`config.mk`:
```
export PLATFORM = sky130hd
export DESIGN_NAME = gpio_port
export DESIGN_NICKNAME = d
export VERILOG_FILES = /design/src/rtl/gpio_port_pkg.sv /design/src/rtl/gpio_bus_decode.sv /design/src/rtl/gpio_cfg_regs.sv /design/src/rtl/gpio_pin_sync.sv /design/src/rtl/gpio_pad_ctrl.sv /design/src/rtl/gpio_port.sv
export SDC_FILE = /design/constraint.sdc
export NUM_CORES = 1
export LEC_CHECK = 0
export BUFFER_PORTS_ARGS = -buffer_cell sky130_fd_sc_hd__buf_2
export CAP_MARGIN = 15
export CORE_MARGIN = 2
export CORE_UTILIZATION = 45
export CTS_CLUSTER_DIAMETER = 120
export DETAILED_ROUTE_END_ITERATION = 7
export MAX_ROUTING_LAYER = met4
export PLACE_DENSITY = 0.74
export REMOVE_ABC_BUFFERS = 1
export SETUP_SLACK_MARGIN = 0.3
export SLEW_MARGIN = 30
export SYNTH_ARGS = -nofsm -noshare
export SYNTH_HDL_FRONTEND = slang
export SYNTH_SLANG_ARGS = --single-unit
export TNS_END_PERCENT = 30
```
`constraint.sdc`:
```
create_clock -name clk -period 1.4 [get_ports clk]
set_clock_uncertainty 0.15 [all_clocks]
set_input_delay 0.28 -clock clk [delete_from_list [all_inputs] [get_ports clk]]
set_output_delay 0.28 -clock clk [all_outputs]
set_load 0.02 [all_outputs]
```
`src/rtl/gpio_port_pkg.sv`:
```
package gpio_port_pkg;
  typedef enum logic [1:0] {
    SEL_NONE  = 2'd0,
    SEL_PIN   = 2'd1,
    SEL_DIR   = 2'd2,
    SEL_LATCH = 2'd3
  } port_sel_e;
endpackage

```
`src/rtl/gpio_bus_decode.sv`:
```
module gpio_bus_decode
  import gpio_port_pkg::*;
#(
  parameter int unsigned ADDR_W = 6,
  parameter logic [ADDR_W-1:0] LATCH_ADDR = 6'h18,
  parameter logic [ADDR_W-1:0] DIR_ADDR   = 6'h17,
  parameter logic [ADDR_W-1:0] PIN_ADDR   = 6'h16
) (
  input  logic [ADDR_W-1:0] addr,
  output port_sel_e         sel
);
  always_comb begin
    if (addr == LATCH_ADDR)    sel = SEL_LATCH;
    else if (addr == DIR_ADDR) sel = SEL_DIR;
    else if (addr == PIN_ADDR) sel = SEL_PIN;
    else                       sel = SEL_NONE;
  end
endmodule

```
`src/rtl/gpio_cfg_regs.sv`:
```
module gpio_cfg_regs
  import gpio_port_pkg::*;
#(
  parameter int unsigned W = 8
) (
  input  logic         clk,
  input  logic         rst_n,
  input  logic         wr_en,
  input  port_sel_e    sel,
  input  logic [W-1:0] wr_data,
  output logic [W-1:0] latch_q,
  output logic [W-1:0] dir_q
);
  always_ff @(posedge clk or negedge rst_n) begin
    if (!rst_n) begin
      latch_q <= '0;
      dir_q   <= '0;
    end else if (wr_en) begin
      if (sel == SEL_LATCH) latch_q <= wr_data;
      if (sel == SEL_DIR)   dir_q   <= wr_data;
    end
  end


  cfg_hold_chk: assert property (@(posedge clk) disable iff (!rst_n)
    (wr_en && (sel == SEL_PIN || sel == SEL_NONE)) |=> ($stable(latch_q) && $stable(dir_q)));
endmodule

```
`src/rtl/gpio_pin_sync.sv`:
```
module gpio_pin_sync #(
  parameter int unsigned W      = 8,
  parameter int unsigned STAGES = 2
) (
  input  logic         clk,
  input  logic         rst_n,
  input  logic [W-1:0] pin_in,
  output logic [W-1:0] pin_sync
);
  logic [W-1:0] stage_q [STAGES];

  for (genvar s = 0; s < STAGES; s++) begin : g_stage
    always_ff @(posedge clk or negedge rst_n) begin
      if (!rst_n)      stage_q[s] <= '0;
      else if (s == 0) stage_q[s] <= pin_in;
      else             stage_q[s] <= stage_q[(s == 0) ? 0 : s-1];
    end
  end

  assign pin_sync = stage_q[STAGES-1];
endmodule

```
`src/rtl/gpio_pad_ctrl.sv`:
```
module gpio_pad_ctrl #(
  parameter int unsigned W = 8
) (
  input  logic         clk,
  input  logic         rst_n,
  input  logic [W-1:0] latch_q,
  input  logic [W-1:0] dir_q,
  output logic [W-1:0] pad_oe,
  output logic [W-1:0] pad_out,
  output logic [W-1:0] pad_pu
);
  for (genvar b = 0; b < W; b++) begin : g_bit
    always_ff @(posedge clk or negedge rst_n) begin
      if (!rst_n) begin
        pad_oe[b]  <= 1'b0;
        pad_out[b] <= 1'b0;
        pad_pu[b]  <= 1'b0;
      end else begin
        pad_oe[b]  <= dir_q[b];
        pad_out[b] <= latch_q[b];
        pad_pu[b]  <= ~dir_q[b] & latch_q[b];
      end
    end
  end


  pu_drive_excl_chk: assert property (@(posedge clk) disable iff (!rst_n)
    (pad_pu & pad_oe) == '0);
endmodule

```
`src/rtl/gpio_port.sv`:
```
module gpio_port
  import gpio_port_pkg::*;
#(
  parameter int unsigned W      = 8,
  parameter int unsigned ADDR_W = 6,
  parameter int unsigned SYNC_STAGES = 2,
  parameter logic [ADDR_W-1:0] LATCH_ADDR = 6'h18,
  parameter logic [ADDR_W-1:0] DIR_ADDR   = 6'h17,
  parameter logic [ADDR_W-1:0] PIN_ADDR   = 6'h16
) (
  input  logic              clk,
  input  logic              rst_n,
  input  logic [ADDR_W-1:0] addr,
  input  logic              wr_en,
  input  logic [W-1:0]      wr_data,
  input  logic              rd_en,
  output logic [W-1:0]      rd_data,
  input  logic [W-1:0]      pin_in,
  output logic [W-1:0]      pad_oe,
  output logic [W-1:0]      pad_out,
  output logic [W-1:0]      pad_pu
);
  port_sel_e    sel;
  logic [W-1:0] latch_q, dir_q, pin_sync;

  gpio_bus_decode #(
    .ADDR_W(ADDR_W), .LATCH_ADDR(LATCH_ADDR), .DIR_ADDR(DIR_ADDR), .PIN_ADDR(PIN_ADDR)
  ) u_decode (
    .addr(addr), .sel(sel)
  );

  gpio_cfg_regs #(.W(W)) u_regs (
    .clk(clk), .rst_n(rst_n), .wr_en(wr_en), .sel(sel), .wr_data(wr_data),
    .latch_q(latch_q), .dir_q(dir_q)
  );

  gpio_pin_sync #(.W(W), .STAGES(SYNC_STAGES)) u_sync (
    .clk(clk), .rst_n(rst_n), .pin_in(pin_in), .pin_sync(pin_sync)
  );

  gpio_pad_ctrl #(.W(W)) u_pads (
    .clk(clk), .rst_n(rst_n), .latch_q(latch_q), .dir_q(dir_q),
    .pad_oe(pad_oe), .pad_out(pad_out), .pad_pu(pad_pu)
  );

  always_comb begin
    rd_data = '0;
    if (rd_en) begin
      unique case (sel)
        SEL_LATCH: rd_data = latch_q;
        SEL_DIR:   rd_data = dir_q;
        SEL_PIN:   rd_data = pin_sync;
        default:   rd_data = '0;
      endcase
    end
  end


  latch_to_pad_chk: assert property (@(posedge clk) disable iff (!rst_n)
    (wr_en && addr == LATCH_ADDR) |=> ##1 (pad_out == $past(wr_data, 2)));


  dir_to_oe_chk: assert property (@(posedge clk) disable iff (!rst_n)
    (wr_en && addr == DIR_ADDR) |=> ##1 (pad_oe == $past(wr_data, 2)));
endmodule

```
==> impl_metrics.py <==
metrics = {
    "run_status": {
        "status": "finished, violations left",
        "violations": "negative setup slack",
    },
    "cts": {
        "clk_path_buf_depth": 2,
        "numCtsBuffers": 5,
        "cts_sinks": 56,
        "tritoncts": "done",
        "cts.clk_slew.worst_paths_ns": 0.09,
        "root_buffer": "clkbuf_8",
        "insertion_delay_ns": 0.30,
        "htreeDepth": 2,
    },
    "worst_setup_path": {
        "cp.required_ns": 0.97,
        "path_max_fanout": 2,
        "crit_arrival_ns": 1.36,
        "end_kind": "output port",
        "critical_path_class": "flop to output port",
        "rrSetupSlack_ns": 0.19,
        "startpoint_type": "flop",
    },
    "logic_synthesis": {
        "ys_warn_count": 0,
        "ys_ff_latch": 56,
        "synth_area_per_cell_um2": 16.7,
        "yosysSeqAreaShare_pct": 73.6,
        "synthCells": 114,
        "synthDistinctLibCells": 12,
        "synth.cell_area_um2": 1900,
    },
    "finish": {
        "final_common_cell": "dfrtp_1",
        "fill_cells": 273,
        "nets": 229,
        "final_cell_mix": "56 x dfrtp_1, 28 x buf_6, 23 x buf_2, 23 x buf_4, 14 x mux2_4",
        "diodes": 0,
        "design_area_um2": 2860,
        "drive_gt1_share_pct": 58.1,
        "area_growth_pct": 50.4,
    },
    "detailed_routing": {
        "final_antenna_net_count": 0,
        "wl_um": 4470,
        "routedWlPerCell_um": 17.7,
        "drtIter0Drc": 70,
        "drc": 0,
        "first_pass_iters": 4,
        "num_vias": 1269,
        "drt-vias-per-instance": 5.02,
    },
    "global_routing": {
        "grt_pass1_vias": 1462,
        "antenna_found_initial": 0,
        "grt_util_met2_pct": 34.3,
        "grt_use_total_pct": 21.0,
        "grt_overflow": 0,
        "grt_pass1_wl_um": 7490,
        "grt_use_met1_pct": 24.6,
        "grt.busiest_layer": "met2",
        "grt_use_met3_pct": 5.41,
        "grt_max_degree": 23,
    },
    "place": {
        "hpwl_um": 2950,
        "port_buffers": 57,
        "placed_area_um2": 2380,
        "place.gp.congestion": 0.751,
    },
    "power": {
        "vdd_drop_max_uv": 950,
        "power_density_nw_per_um2": 1200,
        "p_leak_nw": 1.42,
    },
    "floorplanning": {
        "core-area_um2": 4030,
        "core.rowCount": 23,
        "fp.dieH_um": 69.0,
        "ios": 58,
        "start_util_pct": 47.2,
        "dieArea_um2": 4770,
        "die_w_um": 69.0,
    },
    "hold_path": {
        "hp-class": "input port to flop",
    },
    "timing": {
        "holdWs_ns": 0.0715,
        "fmax_ghz": 0.560,
        "hold_violations": 0,
        "fin_crit_sh_pct": 128,
        "maxSlewHeadroom_pct": 73.2,
        "worstMarginPinSlew_ns": 0.402,
        "postLayoutSetupSlackWorst_ns": -0.387,
        "slew_viol_final": 0,
        "setup_viol": 8,
        "rsz0062_at_grt": "true",
        "period_minus_slack_ns": 1.79,
    },
    "flow_run": {
        "maxCapViolCount": 0,
    },
}
==> cells by family after synthesis <==
family,count (synthesis),synth area share [%]
and+or+nand+nor,22,7.30
buffers and inverters,4,1.71
DFF,56,73.6
AOI/OAI and AO/OA,8,3.16
muxes,24,14.2
==> worst paths after layout <==
check | start | end | cells after the start
min in group asynchronous | rst_n | u_pads.pad_oe[2]$_DFF_PN0_ | 2
max | u_regs.dir_q[6]$_DFFE_PN0P_ | rd_data[6] | 4
min | wr_data[4] | u_regs.latch_q[4]$_DFFE_PN0P_ | 2
max in group asynchronous | rst_n | u_pads.pad_pu[0]$_DFF_PN0_ | 3
min reg2reg | u_sync.stage_q[10]$_DFF_PN0_ | u_sync.pin_sync[2]$_DFF_PN0_ | 0
max reg2reg | u_regs.dir_q[6]$_DFFE_PN0P_ | u_regs.dir_q[6]$_DFFE_PN0P_ | 3
==> where the power goes <==
| group | switching (W) | internal [W] | total [W] |
|---|---|---|---|
| combinational | 0.000307 | 0.000407 | 0.000714 |
| sequential | 0.000107 | 0.00179 | 0.00190 |
| clock | 0.000478 | 0.000341 | 0.000820 |
==> flip-flops by register name, indices dropped and copies added, names as in the netlist <==
signal	flops
u_sync.stage_q	8
u_pads.pad_oe	8
u_regs.latch_q	8
u_pads.pad_out	8
u_sync.pin_sync	8
u_regs.dir_q	8
u_pads.pad_pu	8
==> per-stage QoR <==
stage	setup WS [ns]	instances	util (%)	TNS [ns]	power, W
3_3_place_gp	-0.328	234	59.2	-7.07	0.00239
3_5_place_dp	-0.351	234	59.2	-7.40	0.00242
2_1_floorplan	-0.299	110	-	-5.07	0.00213
5_1_grt	-0.415	253	71.0	-3.19	0.00358
4_1_cts	-0.348	252	70.5	-2.64	0.00343
6_report	-0.387	253	71.0	-2.65	0.00343
==> layout make-up <==
cell class,instances,area [um^2],share of cell area [%]
clock buffers,6,72.6,2.54
flip-flops and latches,56,1400,49.0
clock inverters,1,5.00,0.175
well taps,50,62.6,2.19
repair buffers,86,753,26.3
multi-input cells,54,567,19.8
==> worst max-delay path: stages, from the launching register on <==
cell	delay, ns
dfrtp_1	0.42
mux2_4	0.28
a22oi_2	0.14
nor2_1	0.06
buf_4	0.15
==> routing by layer <==
metal,share of wire [%],routed length [um]
met2,54,2410
met3,3.6,161
met1,40,1780
met5,0,0
met4,2.5,113
==> cell usage after synthesis <==
cell	count	area, um^2
buf_6	2	22.5
dfrtp_1	56	1400
buf_2	2	10.0
nor2_1	8	30.0
and4_2	1	10.0
nor2b_1	9	56.3
mux2_2	24	270
and3_1	1	6.26
and3b_1	1	8.76
a22oi_1	8	60.1
nand2_1	1	3.75
nor4b_4	1	23.8
==> repair_timing <==
item,in CTS,in global routing
resized for setup,80,3
pin swaps,13,6
setup buffers,2,1
setup endpoints to repair,48,48
hold buffers,9,0
endpoints found under the hold margin,21,0
Power figures use the tool's default switching activity.
